**config.mk**
```make
export PLATFORM = sky130hd
export DESIGN_NAME = hp_slot_evt_ctrl
export DESIGN_NICKNAME = d
export VERILOG_FILES = /design/src/rtl/hp_pkg.sv /design/src/rtl/hp_io_dec.sv /design/src/rtl/hp_stat_word.sv /design/src/rtl/hp_eject.sv /design/src/rtl/hp_slot_evt_ctrl.sv
export SDC_FILE = /design/constraint.sdc
export NUM_CORES = 1
export LEC_CHECK = 0
export BUFFER_PORTS_ARGS = -buffer_cell sky130_fd_sc_hd__buf_4
export CAP_MARGIN = 20
export CORE_MARGIN = 4
export CORE_UTILIZATION = 54
export DETAILED_ROUTE_END_ITERATION = 10
export GPL_TIMING_DRIVEN = 0
export PLACE_DENSITY = 0.82
export SLEW_MARGIN = 30
export SYNTH_ARGS = -nofsm -noshare
export SYNTH_HDL_FRONTEND = slang
export SYNTH_SLANG_ARGS = --single-unit
```
**constraint.sdc**
```tcl
create_clock -name clk -period 3.8 [get_ports clk]
set_input_delay 0.38 -clock clk [delete_from_list [all_inputs] [get_ports clk]]
set_output_delay 0.38 -clock clk [all_outputs]
set_load 0.1 [all_outputs]
```
**src/rtl/hp_pkg.sv**
```systemverilog
package hp_pkg;
  localparam int DW      = 32;
  localparam int IDX_UP  = 0;  // byte 0x00
  localparam int IDX_DN  = 1;  // byte 0x04
  localparam int IDX_EJ  = 2;  // byte 0x08
  localparam int IDX_BUS = 4;  // byte 0x10
endpackage

```
**src/rtl/hp_io_dec.sv**
```systemverilog
module hp_io_dec #(
  parameter int ADDR_W = 5
) (
  input  logic [ADDR_W-1:0] addr_i,
  input  logic              rd_i,
  input  logic              wr_i,
  output logic              up_rd_o,
  output logic              dn_rd_o,
  output logic              bus_rd_o,
  output logic              ej_wr_o,
  output logic              bus_wr_o
);
  localparam int IDX_W = ADDR_W - 2;

  logic             aligned;
  logic [IDX_W-1:0] word_idx;

  always_comb begin
    aligned  = (addr_i[1:0] == 2'b00);
    word_idx = addr_i[ADDR_W-1:2];
    up_rd_o  = rd_i && aligned && (word_idx == IDX_W'(hp_pkg::IDX_UP));
    dn_rd_o  = rd_i && aligned && (word_idx == IDX_W'(hp_pkg::IDX_DN));
    bus_rd_o = rd_i && aligned && (word_idx == IDX_W'(hp_pkg::IDX_BUS));
    ej_wr_o  = wr_i && aligned && (word_idx == IDX_W'(hp_pkg::IDX_EJ));
    bus_wr_o = wr_i && aligned && (word_idx == IDX_W'(hp_pkg::IDX_BUS));
  end
endmodule

```
**src/rtl/hp_stat_word.sv**
```systemverilog
module hp_stat_word #(
  parameter int W = 32
) (
  input  logic         clk,
  input  logic         rst_n,
  input  logic [W-1:0] set_i,
  input  logic         clr_i,
  output logic [W-1:0] word_o
);
  logic [W-1:0] word_q, word_d;
  logic         word_en;

  always_comb begin
    word_en = clr_i || (|set_i);
    word_d  = (clr_i ? '0 : word_q) | set_i;
  end

  always_ff @(posedge clk or negedge rst_n) begin
    if (!rst_n)       word_q <= '0;
    else if (word_en) word_q <= word_d;
  end

  assign word_o = word_q;

  // a request bit is present after its edge
  p_req_sets_r2: assert property (@(posedge clk) disable iff (!rst_n)
    (|set_i) |=> ((word_q & $past(set_i)) == $past(set_i)));

  // read with no new request leaves the word empty
  p_read_clears_r4: assert property (@(posedge clk) disable iff (!rst_n)
    (clr_i && set_i == '0) |=> (word_q == '0));

  // without a request or a read the word holds
  p_hold_r3: assert property (@(posedge clk) disable iff (!rst_n)
    (!clr_i && set_i == '0) |=> $stable(word_q));
endmodule

```
**src/rtl/hp_eject.sv**
```systemverilog
module hp_eject #(
  parameter int SLOTS = 32
) (
  input  logic                   clk,
  input  logic                   rst_n,
  input  logic                   ej_wr_i,
  input  logic                   bus_wr_i,
  input  logic [hp_pkg::DW-1:0]  wdata_i,
  output logic [SLOTS-1:0]       pulse_o,
  output logic [hp_pkg::DW-1:0]  bus_o
);
  logic [SLOTS-1:0]      pulse_q, pulse_d;
  logic [hp_pkg::DW-1:0] bus_q, bus_d;

  always_comb begin
    pulse_d = ej_wr_i ? wdata_i[SLOTS-1:0] : '0;
    bus_d   = wdata_i;
  end

  always_ff @(posedge clk or negedge rst_n) begin
    if (!rst_n) pulse_q <= '0;
    else        pulse_q <= pulse_d;
  end

  always_ff @(posedge clk or negedge rst_n) begin
    if (!rst_n)        bus_q <= '0;
    else if (bus_wr_i) bus_q <= bus_d;
  end

  assign pulse_o = pulse_q;
  assign bus_o   = bus_q;

  // no pulse without an eject write at the edge before
  p_pulse_only_on_write_r5: assert property (@(posedge clk) disable iff (!rst_n)
    !ej_wr_i |=> (pulse_o == '0));

  // bus select holds between writes
  p_bus_stable_r6: assert property (@(posedge clk) disable iff (!rst_n)
    !bus_wr_i |=> $stable(bus_o));
endmodule

```
**src/rtl/hp_slot_evt_ctrl.sv**
```systemverilog
module hp_slot_evt_ctrl #(
  parameter int SLOTS  = 32,
  parameter int ADDR_W = 5
) (
  input  logic                  clk,
  input  logic                  rst_n,
  input  logic [ADDR_W-1:0]     io_addr,
  input  logic                  io_rd,
  input  logic                  io_wr,
  input  logic [hp_pkg::DW-1:0] io_wdata,
  output logic [hp_pkg::DW-1:0] io_rdata,
  input  logic [SLOTS-1:0]      ins_req,
  input  logic [SLOTS-1:0]      rem_req,
  output logic [SLOTS-1:0]      eject_pulse,
  output logic [hp_pkg::DW-1:0] eject_bus,
  output logic                  gpe_evt
);
  logic up_rd, dn_rd, bus_rd, ej_wr, bus_wr;
  logic [SLOTS-1:0]      up_word, dn_word;
  logic [hp_pkg::DW-1:0] up_ext, dn_ext, rdata_d, rdata_q;

  hp_io_dec #(.ADDR_W(ADDR_W)) u_dec (
    .addr_i(io_addr), .rd_i(io_rd), .wr_i(io_wr),
    .up_rd_o(up_rd), .dn_rd_o(dn_rd), .bus_rd_o(bus_rd),
    .ej_wr_o(ej_wr), .bus_wr_o(bus_wr)
  );

  hp_stat_word #(.W(SLOTS)) u_up (
    .clk(clk), .rst_n(rst_n), .set_i(ins_req), .clr_i(up_rd), .word_o(up_word)
  );

  hp_stat_word #(.W(SLOTS)) u_dn (
    .clk(clk), .rst_n(rst_n), .set_i(rem_req), .clr_i(dn_rd), .word_o(dn_word)
  );

  hp_eject #(.SLOTS(SLOTS)) u_ej (
    .clk(clk), .rst_n(rst_n), .ej_wr_i(ej_wr), .bus_wr_i(bus_wr),
    .wdata_i(io_wdata), .pulse_o(eject_pulse), .bus_o(eject_bus)
  );

  always_comb begin
    up_ext = '0;
    dn_ext = '0;
    up_ext[SLOTS-1:0] = up_word;
    dn_ext[SLOTS-1:0] = dn_word;
    if (up_rd)       rdata_d = up_ext;
    else if (dn_rd)  rdata_d = dn_ext;
    else if (bus_rd) rdata_d = eject_bus;
    else             rdata_d = '0;
  end

  always_ff @(posedge clk or negedge rst_n) begin
    if (!rst_n) rdata_q <= '0;
    else        rdata_q <= rdata_d;
  end

  assign io_rdata = rdata_q;
  assign gpe_evt  = (|up_word) || (|dn_word);

  // the event only rises after a platform request
  p_evt_cause_r7: assert property (@(posedge clk) disable iff (!rst_n)
    $rose(gpe_evt) |-> $past((|ins_req) || (|rem_req)));

  // read data is zero after an edge without a read
  p_rdata_idle_r9: assert property (@(posedge clk) disable iff (!rst_n)
    !io_rd |=> (io_rdata == '0));

  // writes to status offsets never raise the event on their own
  p_status_wr_ignored_r8: assert property (@(posedge clk) disable iff (!rst_n)
    (!gpe_evt && ins_req == '0 && rem_req == '0) |=> !gpe_evt);
endmodule

```
# [Word-level counts from Yosys, hierarchy flattened]
# Cells that the tools add are included.
[op_classes] n_mux=6 bitwise=2 eq_ne=3 n_reduce_logical=16
[ops] cell="32-bit two-way mux" count=6
[ops] cell="32-bit OR reduction" count=4
[ops] cell="32-bit bitwise OR" count=2
[ops] cell="1-bit logical AND" count=7
[ops] cell="3-bit by 1-bit equality test with 1-bit output, second input constant" count=1
[ops] cell="3-bit by 2-bit equality test with 1-bit output, second input constant" count=1
[ops] cell="3-bit equality test, second input constant" count=1
[ops] cell="3-bit zero test" count=1
[ops] cell="1-bit logical OR" count=3
[ops] cell="2-bit zero test" count=1
[word_totals] wordCells=32 out_inout_bits=97 in_bits=105 ff_bits=160

# [Depth between registers and ports, before layout]
# Gate-level depths: netlist of run 1.
[depth] depth_word=6 mapped_depth=6 depth_no_buf=3

# [Hierarchy]
# A second synthesis of run 1 with hierarchy kept.
[hier_totals] cells_unflattened=445 area_unflattened_um2=6115.9
[by_module_without_submodules] mod="hp_eject" cells_each=135 instances=1 seq_area_each_um2=1601.5 area_each_um2=2357.3
[by_module_without_submodules] mod="hp_stat_word" cells_each=68 instances=2 seq_area_each_um2=800.8 area_each_um2=1081.0
[by_module_without_submodules] mod="hp_slot_evt_ctrl" cells_each=165 instances=1 seq_area_each_um2=800.8 area_each_um2=1529.0
[by_module_without_submodules] mod="hp_io_dec" cells_each=9 instances=1 seq_area_each_um2=0.0 area_each_um2=67.6

# [Worst setup path before layout of run 1]
# No wires, ideal clock.
[synth_timing] kind="register to output" start="reg u_dn.word_q[29], in the netlist u_dn.word_o[29]" end="out gpe_evt" required_time_ns=3.420 t_arrival_ns=1.697 n_path_buf=0 stages_incl_launch_ff=4 setup_slack_ns=1.723 path_cell_list="dfrtp_1 nor4_1 nand4_1 or4_1"
[synth_between] elab_chain_cells=2
[synth_lines] item="from (decl)" line="hp_stat_word.sv:10" rtl="logic [W-1:0] word_q, word_d;"
[synth_lines] item="from (signal assigned)" line="hp_stat_word.sv:20" rtl="else if (word_en) word_q <= word_d;"
[synth_lines] item="32-bit OR reduction" line="hp_slot_evt_ctrl.sv:58" rtl="assign gpe_evt = (|up_word) || (|dn_word);"
[synth_lines] item="1-bit logical OR" line="hp_slot_evt_ctrl.sv:58"
[synth_lines] item="to (decl)" line="hp_slot_evt_ctrl.sv:16" rtl="output logic gpe_evt"
# Every way passes these cells.

# [Worst setup path in the final report of run 1]
[layout_timing] start="reg u_dn.word_q[1], in the netlist u_dn.word_o[1]" end="out gpe_evt"
# The elaborated chain is that of the path after synthesis.

==> results of run 1 <==
registers in the layout (all words and copies together), names as in the netlist:
| register | count |
|---|---|
| u_ej.bus_o | 32 |
| io_rdata | 32 |
| u_dn.word_o | 32 |
| u_ej.pulse_o | 32 |
| u_up.word_o | 32 |
critical path: cells and delay by family (launching register included):
family | cells | cell delay, ns
buffers and inverters | 1 | 0.26
AND/OR/NAND/NOR | 3 | 1.22
flip-flops | 1 | 0.41
stage by stage:
step / hold slack (ns) / instance area [µm²] / worst slack [ns]
global placement: 0.485 / 7880 / 1.63
floorplan: 0.0844 / 6200 / 1.72
global route: 0.129 / 8520 / 1.06
finish: 0.140 / 8520 / 1.12
CTS: 0.134 / 8520 / 1.10
detailed placement: 0.394 / 7910 / 1.62
where the power goes:
group | switching [mW] | total [mW] | internal [mW] | leakage (nW)
sequential | 0.0701 | 1.86 | 1.79 | 1.86
clock | 0.651 | 1.71 | 1.06 | 0.276
combinational | 0.728 | 0.977 | 0.248 | 1.72
cells by family after synthesis:
group           share of synthesized area (%)
mux                                      5.81
simple gates                             15.1
flops                                    64.6
buf+inv                                  2.24
compound gates                           12.3
cell type report:
class / count / area (µm²) / area share [%]
repair buffers: 202 / 1550 / 18.2
clock buffers: 20 / 457 / 5.36
well taps: 140 / 175 / 2.06
clock inverters: 10 / 138 / 1.62
plain buffers: 34 / 139 / 1.63
multi-input cells: 285 / 2060 / 24.2
flip-flops and latches: 160 / 4000 / 47.0
per-layer routing:
metal	track usage [%]	share of wire [%]	routed length, µm	up-vias
met3	7.21	8.1	1370	24
met4	8.29	1.8	313	0
li1	-	-	-	2164
met5	0	0	0	-
met1	32.5	39	6710	2370
met2	45.4	51	8600	202
what timing repair did:
item | CTS | global route
endpoints found under the hold margin | 77 | 0
hold buffers | 1 | 0
endpoints found under the setup margin | 0 | 0
gates resized for setup | 0 | 0
buffers inserted | 0 | 0
worst min path at each step:
stage                     from               to  depth (start not counted)
3_3_place_gp   u_up.word_o[23]  u_up.word_o[23]                          1
4_1_cts             rem_req[7]   u_dn.word_o[7]                          2
2_1_floorplan            rst_n      io_rdata[0]                          0
6_report            rem_req[7]   u_dn.word_o[7]                          2
5_1_grt             ins_req[8]   u_up.word_o[8]                          2
3_5_place_dp             rst_n  u_dn.word_o[25]                          1
layout by cell type (no fill, tap or decap), types with 3 or more instances in the layout:
cell          n
buf_4       199
dfrtp_1     160
clkbuf_1     24
clkbuf_16    17
mux2_1       30
a2bb2oi_1    32
clkbuf_2      3
nand2b_1     32
clkinvlp_4    5
nand3_1      64
a21o_1       64
buf_2         6
and2_1       32
nand4_1       4
bufinv_16     3
nor4_1       16
==> reports/results.tsv, run 1 <==
stage	metric	value	unit
sta	skew	0.00550	ns
die	design.core.area	0.0110	mm²
sta	finalCritPeriodShare	70.5	%
yosys	synth_top_cell_by_area	dfrtp_1	
grt	gr-usage-all-layers	26.4	%
sta	hold_viol	0	
critical_path	cp_slowest_cell	or4_1	
yosys	synth.yosys.seq_area_share	64.6	%
power	leakagePower	3.87	nW
grt	grt_overflow_total	0	
yosys	synthDistinctLibCells	22	
die	io_pins	202	
grt	grt_pass1_vias	5080	
sta	rsz0062_at_grt	no	
route	viasPerCell	5.59	
status	status	completed	
die	initial_core_util	56.2	%
clock_tree	tritoncts	done	
place	dp_hpwl	12800	µm
grt	grt_pass1_wl	26400	µm
sta	clock.fmax	0.373	GHz
grt	grt_max_degree	84	
final_layout	layout-drive-gt1-share	34.3	%
yosys	netlist_area	0.00620	mm²
clock_tree	cts.sinks	160	
place	dp_cells	820	
critical_path	cp_max_fo	3	
place	gp_congestion	0.872	
yosys	synth_top_area_share	64.6	%
critical_path	r2r-start	u_ej.bus_o[12]	
sta	setup_viol	0	
critical_path	required	3.42	ns
critical_path	ff2ff_path_depth	3	
clock_tree	cts_made_buffers	17	
final_layout	fin_cells	851	
sta	relSlewSlack	60.7	%
min_path	hp-class	input pin to register	
die	die_area	0.0133	mm²
sta	fin_crit	2.68	ns
critical_path	cp_cell_sequence	nor4_1 -> nand4_1 -> or4_1 -> buf_4	
route	num_vias	4760	
die	fp.dieW	115	µm
yosys	syn_avg_cell_area	12.9	µm²
yosys	syn_inst	479	
clock_tree	root_buffer	clkbuf_16	
place	io_buffers	200	
route	drc	0	
final_layout	utilization	77.2	%
yosys	ys_top_cells_by_area	dfrtp_1 65%, a21o_1 7.7%, mux2_1 5.4%	
clock_tree	clkTransAtPathRegs	0.06	ns
route	drtIter0Drc	360	
critical_path	end_kind	primary output	
job	max-cap-violations	0	
grt	antenna_found_initial	0	
power	finalPower	4.54	mW
final_layout	num-nets-final	805	
critical_path	criticalPathCategory	register to primary output	
yosys	ys_warn_count	0	
yosys	synthesis.nets	584	
sta	slew_violations	0	
yosys	synth_ff_type	dfrtp_1	
critical_path	critical_path_arrival	2.30	ns
sta	tns	0	ns
yosys	ys_ff_latch	160	
die	num_rows	38	
critical_path	startpoint_type	register	
final_layout	areaGrowthSynthToFinish	37.3	%
route	ant_nets	0	
power	vdd_drop_max	0.399	mV
yosys	synth_most_common_cell	dfrtp_1	
die	die_h	115	µm
yosys	async_flop_share	100	%
clock_tree	clockBufferDepth	2	
yosys	synth_edf_count	0	
sta	worstMarginPinSlew	0.590	ns
clock_tree	clkLatencyLatePin	0.41	ns
power	p_per_area	533	mW/mm²
critical_path	r2r_end	io_rdata[12]	
critical_path	max_stage_delay	0.55	ns
final_layout	fillCellCount	748	
clock_tree	htree_num_levels	4	
yosys	synth_commonest_cells	160 x dfrtp_1, 64 x a21o_1, 64 x nand3_1	
route	drt_wl_total	17000	µm
route	routedWlPerCell	20.0	µm
final_layout	diodes	0	
critical_path	crit_start	u_dn.word_o[1]	
route	first_pass_iters	5	
critical_path	r2r_slack	2.85	ns
critical_path	crit_end	gpe_evt	
(Power assumes the default switching activity.)
==> inputs of run 2 (changes only) <==
--- a/config.mk
+++ b/config.mk
@@ -5,13 +5,14 @@
 export SDC_FILE = /design/constraint.sdc
 export NUM_CORES = 1
 export LEC_CHECK = 0
+export ABC_AREA = 1
 export BUFFER_PORTS_ARGS = -buffer_cell sky130_fd_sc_hd__buf_4
 export CAP_MARGIN = 20
 export CORE_MARGIN = 4
-export CORE_UTILIZATION = 54
+export CORE_UTILIZATION = 51
 export DETAILED_ROUTE_END_ITERATION = 10
 export GPL_TIMING_DRIVEN = 0
-export PLACE_DENSITY = 0.82
+export PLACE_DENSITY = 0.78
 export SLEW_MARGIN = 30
 export SYNTH_ARGS = -nofsm -noshare
 export SYNTH_HDL_FRONTEND = slang
==> constraint.sdc (replaced) <==
create_clock -name clk -period 2.7 [get_ports clk]
set_input_delay 0.27 -clock clk [delete_from_list [all_inputs] [get_ports clk]]
set_output_delay 0.27 -clock clk [all_outputs]
set_load 0.1 [all_outputs]
==> reports/results.tsv, run 2 <==
stage	metric	value	unit	change
route	drtIter0Drc	386		+7.2%
critical_path	required	2.43	ns	-0.99 ns
min_path	hold-path-cell-count	2		unchanged
min_path	hp-class	input pin to register		
final_layout	final_cell_mix	201 x buf_4, 160 x dfrtp_1, 119 x nand2_1, 98 x inv_1, 74 x nor2_1		
sta	finalWorstSetupSlack	0.759	ns	-0.363 ns
yosys	synth_top_cell_by_area	dfrtp_1		
power	vdd_drop_max	0.627	mV	+57%
yosys	synthDistinctLibCells	20		-9.1%
critical_path	r2r-start	u_up.word_o[28]		
power	p_per_area	737	mW/mm²	+38%
sta	rsz0062_at_grt	no		
final_layout	finalInstanceArea	0.00875	mm²	+2.7%
clock_tree	cts_made_buffers	17		unchanged
job	max-cap-violations	0		unchanged
critical_path	cp_max_fo	3		unchanged
final_layout	final_common_cell	buf_4		
clock_tree	clkLatencyLatePin	0.42	ns	about the same
sta	fin_crit	1.94	ns	
yosys	synthesis.nets	755		+29%
critical_path	r2r_slack	1.95	ns	-0.90 ns
power	p_sw	1.99	mW	+37%
power	p_sw_share	30.9	%	-0.98 points
place	placed_area	0.00810	mm²	+2.4%
min_path	min_from	rem_req[8]		
yosys	synth_top_area_share	63.1	%	-1.5 points
clock_tree	cts.sinks	160		unchanged
route	routedWlPerCell	16.2	µm	-19%
power	combPwrFrac	19.7	%	-1.8 points
grt	grt_overflow_total	0		unchanged
power	seq_power_share	40.5	%	-0.4 points
grt	grt_pass1_vias	5378		+5.9%
yosys	syn_inst	650		+36%
clock_tree	clkTransAtPathRegs	0.06	ns	about the same
die	die_h	120	µm	+3.8%
yosys	synth_edf_count	0		unchanged
sta	clock.fmax	0.515	GHz	
critical_path	criticalPathCategory	register to primary output		
final_layout	num-nets-final	977		+21%
yosys	async_flop_share	100	%	unchanged
final_layout	areaGrowthSynthToFinish	37.9	%	
power	power_frac_clock	39.7	%	+2.1 points
route	first_pass_iters	5		unchanged
clock_tree	root_buffer	clkbuf_16		
final_layout	layout-drive-gt1-share	30.2	%	-4.1 points
clock_tree	cts_setup_buffers	0		unchanged
route	ant_nets	0		unchanged
place	dp_hpwl	12600	µm	-1.2%
critical_path	end_kind	primary output		
die	io_pins	202		unchanged
yosys	ys_warn_count	0		unchanged
sta	slew_violations	0		unchanged
clock_tree	clockBufferDepth	2		unchanged
route	drt-met1-wl	6670	µm	-0.66%
critical_path	critical_path_arrival	1.67	ns	-0.63 ns
die	design.core.area	0.0121	mm²	+9.8%
critical_path	startpoint_type	register		
critical_path	ff2ff_path_depth	2		-1
die	initial_core_util	52.4	%	-3.8 points
sta	skew	0.00677	ns	+0.00127 ns
place	gp_congestion	0.851		-2.5%
yosys	synth_commonest_cells	160 x dfrtp_1, 119 x nand2_1, 98 x inv_1		
clock_tree	htree_num_levels	4		unchanged
power	p_int	4.45	mW	+44%
critical_path	r2r_end	io_rdata[28]		
die	die_area	0.0143	mm²	+7.8%
yosys	ys_ff_latch	160		unchanged
grt	grt_pass1_wl	27300	µm	+3.5%
status	status	completed		
grt	grt_max_degree	82		-2.4%
power	leakagePower	4.95	nW	+28%
clock_tree	tritoncts	done		
yosys	synth_ff_type	dfrtp_1		
sta	worstMarginPinSlew	0.606	ns	+0.0168 ns
grt	gr-usage-all-layers	24.8	%	-1.6 points
yosys	netlist_area	0.00634	mm²	+2.3%
die	fp.dieW	120	µm	+3.8%
die	num_rows	40		+5.3%
sta	tns	0	ns	unchanged
route	route.met2.wl	8750	µm	+1.8%
yosys	syn_avg_cell_area	9.76	µm²	-25%
route	viasPerCell	4.90		-12%
sta	setup_viol	0		unchanged
yosys	synth_most_common_cell	dfrtp_1		
place	preCtsSetupSlack	1.18	ns	-0.447 ns
sta	relSlewSlack	59.6	%	-1.1 points
route	highest_layer	met4		
sta	hold_viol	0		unchanged
min_path	min_to	u_dn.word_o[8]		
route	drt_wl_total	17100	µm	+0.34%
grt	antenna_found_initial	0		unchanged
sta	finalCritPeriodShare	71.9	%	
yosys	ys_top_cells_by_area	dfrtp_1 63%, nand2_1 7.0%, o21bai_1 6.4%		
route	num_vias	5153		+8.3%
yosys	synth.yosys.seq_area_share	63.1	%	-1.5 points
place	io_buffers	201		+0.50%
route	drc	0		unchanged
route	wl_met3	1270	µm	-7.7%
final_layout	diodes	0		unchanged
==> run 2: changes by cell type in the layout (fill, tap and decap cells not counted), moves of 16 or more <==
cell / before / now
nor4_1: 16 / 0
o21bai_1: 0 / 54
inv_1: 0 / 98
and2_1: 32 / 2
nor2_1: 0 / 74
mux2_1: 30 / 0
a2bb2oi_1: 32 / 0
o21ai_1: 0 / 32
clkbuf_1: 24 / 8
nand2_1: 1 / 119
a21o_1: 64 / 0
nand2b_1: 32 / 0
==> run 2: cells by family (layout without fill, tap and decap cells) <==
family,after synthesis,count (layout),share of synthesized area (%)
buffers and inverters,128,362,8.60
and+or+nand+nor,266,266,17.6
AOI/OAI and AO/OA,96,96,10.7
DFF,160,160,63.1
==> run 2: cell type report <==
| class | instances | area, µm² |
|---|---|---|
| clock buffer | 21 | 480 |
| inverter | 99 | 372 |
| timing repair buffer | 203 | 1550 |
| fill | 910 | 3360 |
| buffer | 29 | 174 |
| sequential | 160 | 4000 |
| clock inverter | 10 | 158 |
| multi-input combinational | 362 | 1800 |
| tap | 168 | 210 |
==> run 2: repair_timing <==
action,4_1_cts,5_1_grt
hold buffers,1,0
resized for setup,0,0
endpoints found under the hold margin,79,0
endpoints found under the setup margin,0,0
==> run 2: worst max path at each step <==
stage | endpoint | slack (ns) | cells after the start | from
2_1_floorplan | gpe_evt | 1.15 | 6 | u_up.word_o[15]
3_3_place_gp | u_ej.pulse_o[16] | 0.61 | 1 | rst_n
3_5_place_dp | io_rdata[28] | 1.18 | 7 | io_addr[1]
4_1_cts | gpe_evt | 0.75 | 7 | u_dn.word_o[30]
5_1_grt | gpe_evt | 0.64 | 7 | u_dn.word_o[2]
6_report | gpe_evt | 0.76 | 7 | u_dn.word_o[30]
==> run 2: power groups by stage <==
stage	combinational, mW	clock [mW]	sequential (mW)
6_report	1.27	2.56	2.61
2_1_floorplan	0.146	0	3.37
5_1_grt	1.33	2.69	2.62
4_1_cts	1.28	2.59	2.61
3_3_place_gp	1.26	0	2.65
3_5_place_dp	1.28	0	2.65
==> run 2: metrics by stage <==
stage | hold slack, ns | util (%) | power, mW | std cells
final | 0.0420 | 72.2 | 6.44 | 1052
after global routing | 0.0311 | 72.2 | 6.64 | 1052
after CTS | 0.0334 | 72.2 | 6.48 | 1052
after detailed placement | 0.288 | 66.9 | 3.93 | 1020
after global placement | 0.466 | 66.6 | 3.91 | 1019
after floorplan | -0.0256 | - | 3.51 | 650
==> run 2: worst max-delay path, stage by stage, from the launching register on <==
cell	delay [ns]
dfrtp_1	0.40
nor2_1	0.13
nand3_1	0.09
nor2_1	0.18
nand2_1	0.08
nor2_1	0.09
nand2_1	0.05
buf_4	0.23
==> run 2: layer usage <==
layer	up-vias	global-route usage, %
met4	0	9.31
met1	2450	30.7
li1	2461	-
met5	-	0
met3	28	6.36
met2	214	42.2
==> inputs of run 3 (changes only) <==
--- a/config.mk
+++ b/config.mk
@@ -9,10 +9,10 @@
 export BUFFER_PORTS_ARGS = -buffer_cell sky130_fd_sc_hd__buf_4
 export CAP_MARGIN = 20
 export CORE_MARGIN = 4
-export CORE_UTILIZATION = 51
+export CORE_UTILIZATION = 46
 export DETAILED_ROUTE_END_ITERATION = 10
 export GPL_TIMING_DRIVEN = 0
-export PLACE_DENSITY = 0.78
+export PLACE_DENSITY = 0.74
 export SLEW_MARGIN = 30
 export SYNTH_ARGS = -nofsm -noshare
 export SYNTH_HDL_FRONTEND = slang
==> constraint.sdc (replaced) <==
create_clock -name clk -period 1.6 [get_ports clk]
set_input_delay 0.16 -clock clk [delete_from_list [all_inputs] [get_ports clk]]
set_output_delay 0.16 -clock clk [all_outputs]
set_load 0.1 [all_outputs]
==> reports/results.tsv, run 3 (synthesis gave the netlist of run 2 again) <==
stage	metric	value	unit	change
route	drc	0		unchanged
clock_tree	cts_made_buffers	17		unchanged
critical_path	required	1.44	ns	-0.99 ns
die	num_rows	42		+5.0%
power	combPwrFrac	21.8	%	+2.1 points
sta	fin_crit	1.78	ns	
place	placed_area	0.00811	mm²	+0.12%
grt	grt_max_degree	85		+3.7%
critical_path	end_kind	primary output		
grt	grt_overflow_total	0		unchanged
sta	setup_viol	1		+1
final_layout	areaGrowthSynthToFinish	53.4	%	
critical_path	criticalPathCategory	register to primary output		
clock_tree	cts.sinks	160		unchanged
sta	clock.fmax	0.561	GHz	
power	power_frac_clock	37.6	%	-2.1 points
route	first_pass_iters	5		unchanged
route	drt_wl_total	19300	µm	+13%
min_path	min_from	io_addr[4]		
sta	hold_ws	0.0955	ns	+0.0535 ns
route	ant_nets	0		unchanged
status	violations	setup timing		
die	die_h	125	µm	+4.9%
power	p_sw	3.41	mW	+71%
place	io_buffers	201		unchanged
critical_path	r2r-start	u_dn.word_o[25]		
grt	grt_pass1_wl	31000	µm	+14%
sta	finalCritPeriodShare	111	%	
route	num_vias	5598		+8.6%
clock_tree	clkTransAtPathRegs	0.06	ns	about the same
critical_path	cp_max_fo	2		-1
power	p_sw_share	31.5	%	+0.56 points
die	fp.dieW	125	µm	+4.9%
place	gp_congestion	0.834		-2.0%
grt	antenna_found_initial	0		unchanged
die	io_pins	202		unchanged
final_layout	layout-drive-gt1-share	27.8	%	-2.4 points
status	status	finished, violations left		
sta	relSlewSlack	51.1	%	-8.5 points
power	finalPower	10.8	mW	+68%
clock_tree	clkLatencyLatePin	0.42	ns	about the same
final_layout	num-nets-final	1077		+10%
clock_tree	root_buffer	clkbuf_16		
clock_tree	tritoncts	done		
route	routedWlPerCell	16.6	µm	+2.3%
sta	skew	0.00992	ns	+0.00314 ns
power	seq_power_share	40.6	%	about the same
power	leakagePower	5.36	nW	+8.2%
die	initial_core_util	47.3	%	-5.0 points
job	max-cap-violations	0		unchanged
power	p_per_area	1110	mW/mm²	+51%
sta	hold_viol	0		unchanged
final_layout	final_common_cell	buf_4		
critical_path	crit_start	u_dn.word_o[27]		
grt	gr-usage-all-layers	25.1	%	+0.29 points
final_layout	finalInstanceArea	0.00973	mm²	+11%
sta	rsz0062_at_grt	yes		
sta	worstMarginPinSlew	0.734	ns	+0.127 ns
sta	tns	-0.183	ns	-0.183 ns
die	design.core.area	0.0134	mm²	+11%
sta	slew_violations	0		unchanged
final_layout	final_cell_mix	204 x buf_4, 160 x dfrtp_1, 119 x nand2_1, 98 x inv_1, 97 x dlygate4sd3_1		
clock_tree	htree_num_levels	4		unchanged
grt	grt_pass1_vias	6117		+14%
place	dp_hpwl	12700	µm	+0.80%
clock_tree	clockBufferDepth	2		unchanged
power	p_int	7.42	mW	+67%
power	vdd_drop_max	0.947	mV	+51%
die	die_area	0.0157	mm²	+10%
min_path	hp-class	input pin to register		
route	viasPerCell	4.82		-1.6%
sta	finalWorstSetupSlack	-0.183	ns	-0.942 ns
route	drtIter0Drc	304		-21%
critical_path	critical_path_arrival	1.62	ns	-0.05 ns
critical_path	startpoint_type	register		
[run 3: power groups by stage]
stage	Combinational [mW]	Sequential, mW	Clock, mW
2_1_floorplan	0.247	5.68	0
3_3_place_gp	2.13	4.47	0
3_5_place_dp	2.16	4.47	0
4_1_cts	2.36	4.40	4.11
5_1_grt	2.47	4.43	4.28
6_report	2.36	4.40	4.07
[run 3: final cells by class]
class,instances,area [µm²]
sequential,160,4000
tap,176,220
multi-input combinational,362,1810
clock inverter,11,139
timing repair buffer,303,2560
clock buffer,20,457
fill,959,3670
antenna,2,5.00
inverter,99,372
buffer,29,174
[run 3: routing by layer]
| layer | vias up | part of all wire (%) | global-route usage, % |
|---|---|---|---|
| met2 | 199 | 51 | 42.9 |
| met3 | 44 | 7.2 | 6.74 |
| met1 | 2686 | 39 | 30.0 |
| li1 | 2669 | - | - |
| met5 | - | 0 | 0 |
| met4 | 0 | 2.9 | 10.8 |
[run 3: stage by stage]
stage	worst slack, ns	std cells	utilization [%]
finish	-0.183	1162	72.6
global route	-0.242	1160	72.6
CTS	-0.182	1159	72.5
detailed placement	0.0896	1028	60.5
global placement	-0.464	1027	60.3
floorplan	0.159	650	-
[run 3: what timing repair did]
| item | CTS | global route |
|---|---|---|
| hold endpoints to repair | 184 | 0 |
| buffers inserted | 3 | 1 |
| pin swaps | 3 | 2 |
| resized for setup | 5 | 2 |
| endpoints found under the setup margin | 1 | 1 |
| hold buffers | 97 | 0 |
[run 3: path summary, 6_finish.rpt]
check,end,slack [ns],depth (start not counted)
max in group asynchronous,u_ej.bus_o[17],0.51,3
min reg2reg,io_rdata[22],0.51,2
min in group asynchronous,u_ej.pulse_o[1],0.30,2
max,gpe_evt,-0.18,7
max reg2reg,io_rdata[25],0.81,3
min,io_rdata[31],0.1,4
[run 3: critical path, stage by stage, from the launching register on]
cell	delay, ns
dfrtp_1	0.40
inv_1	0.10
nand3_1	0.09
nor2_2	0.17
nand2_1	0.09
nor2_1	0.09
nand2_1	0.09
buf_12	0.17
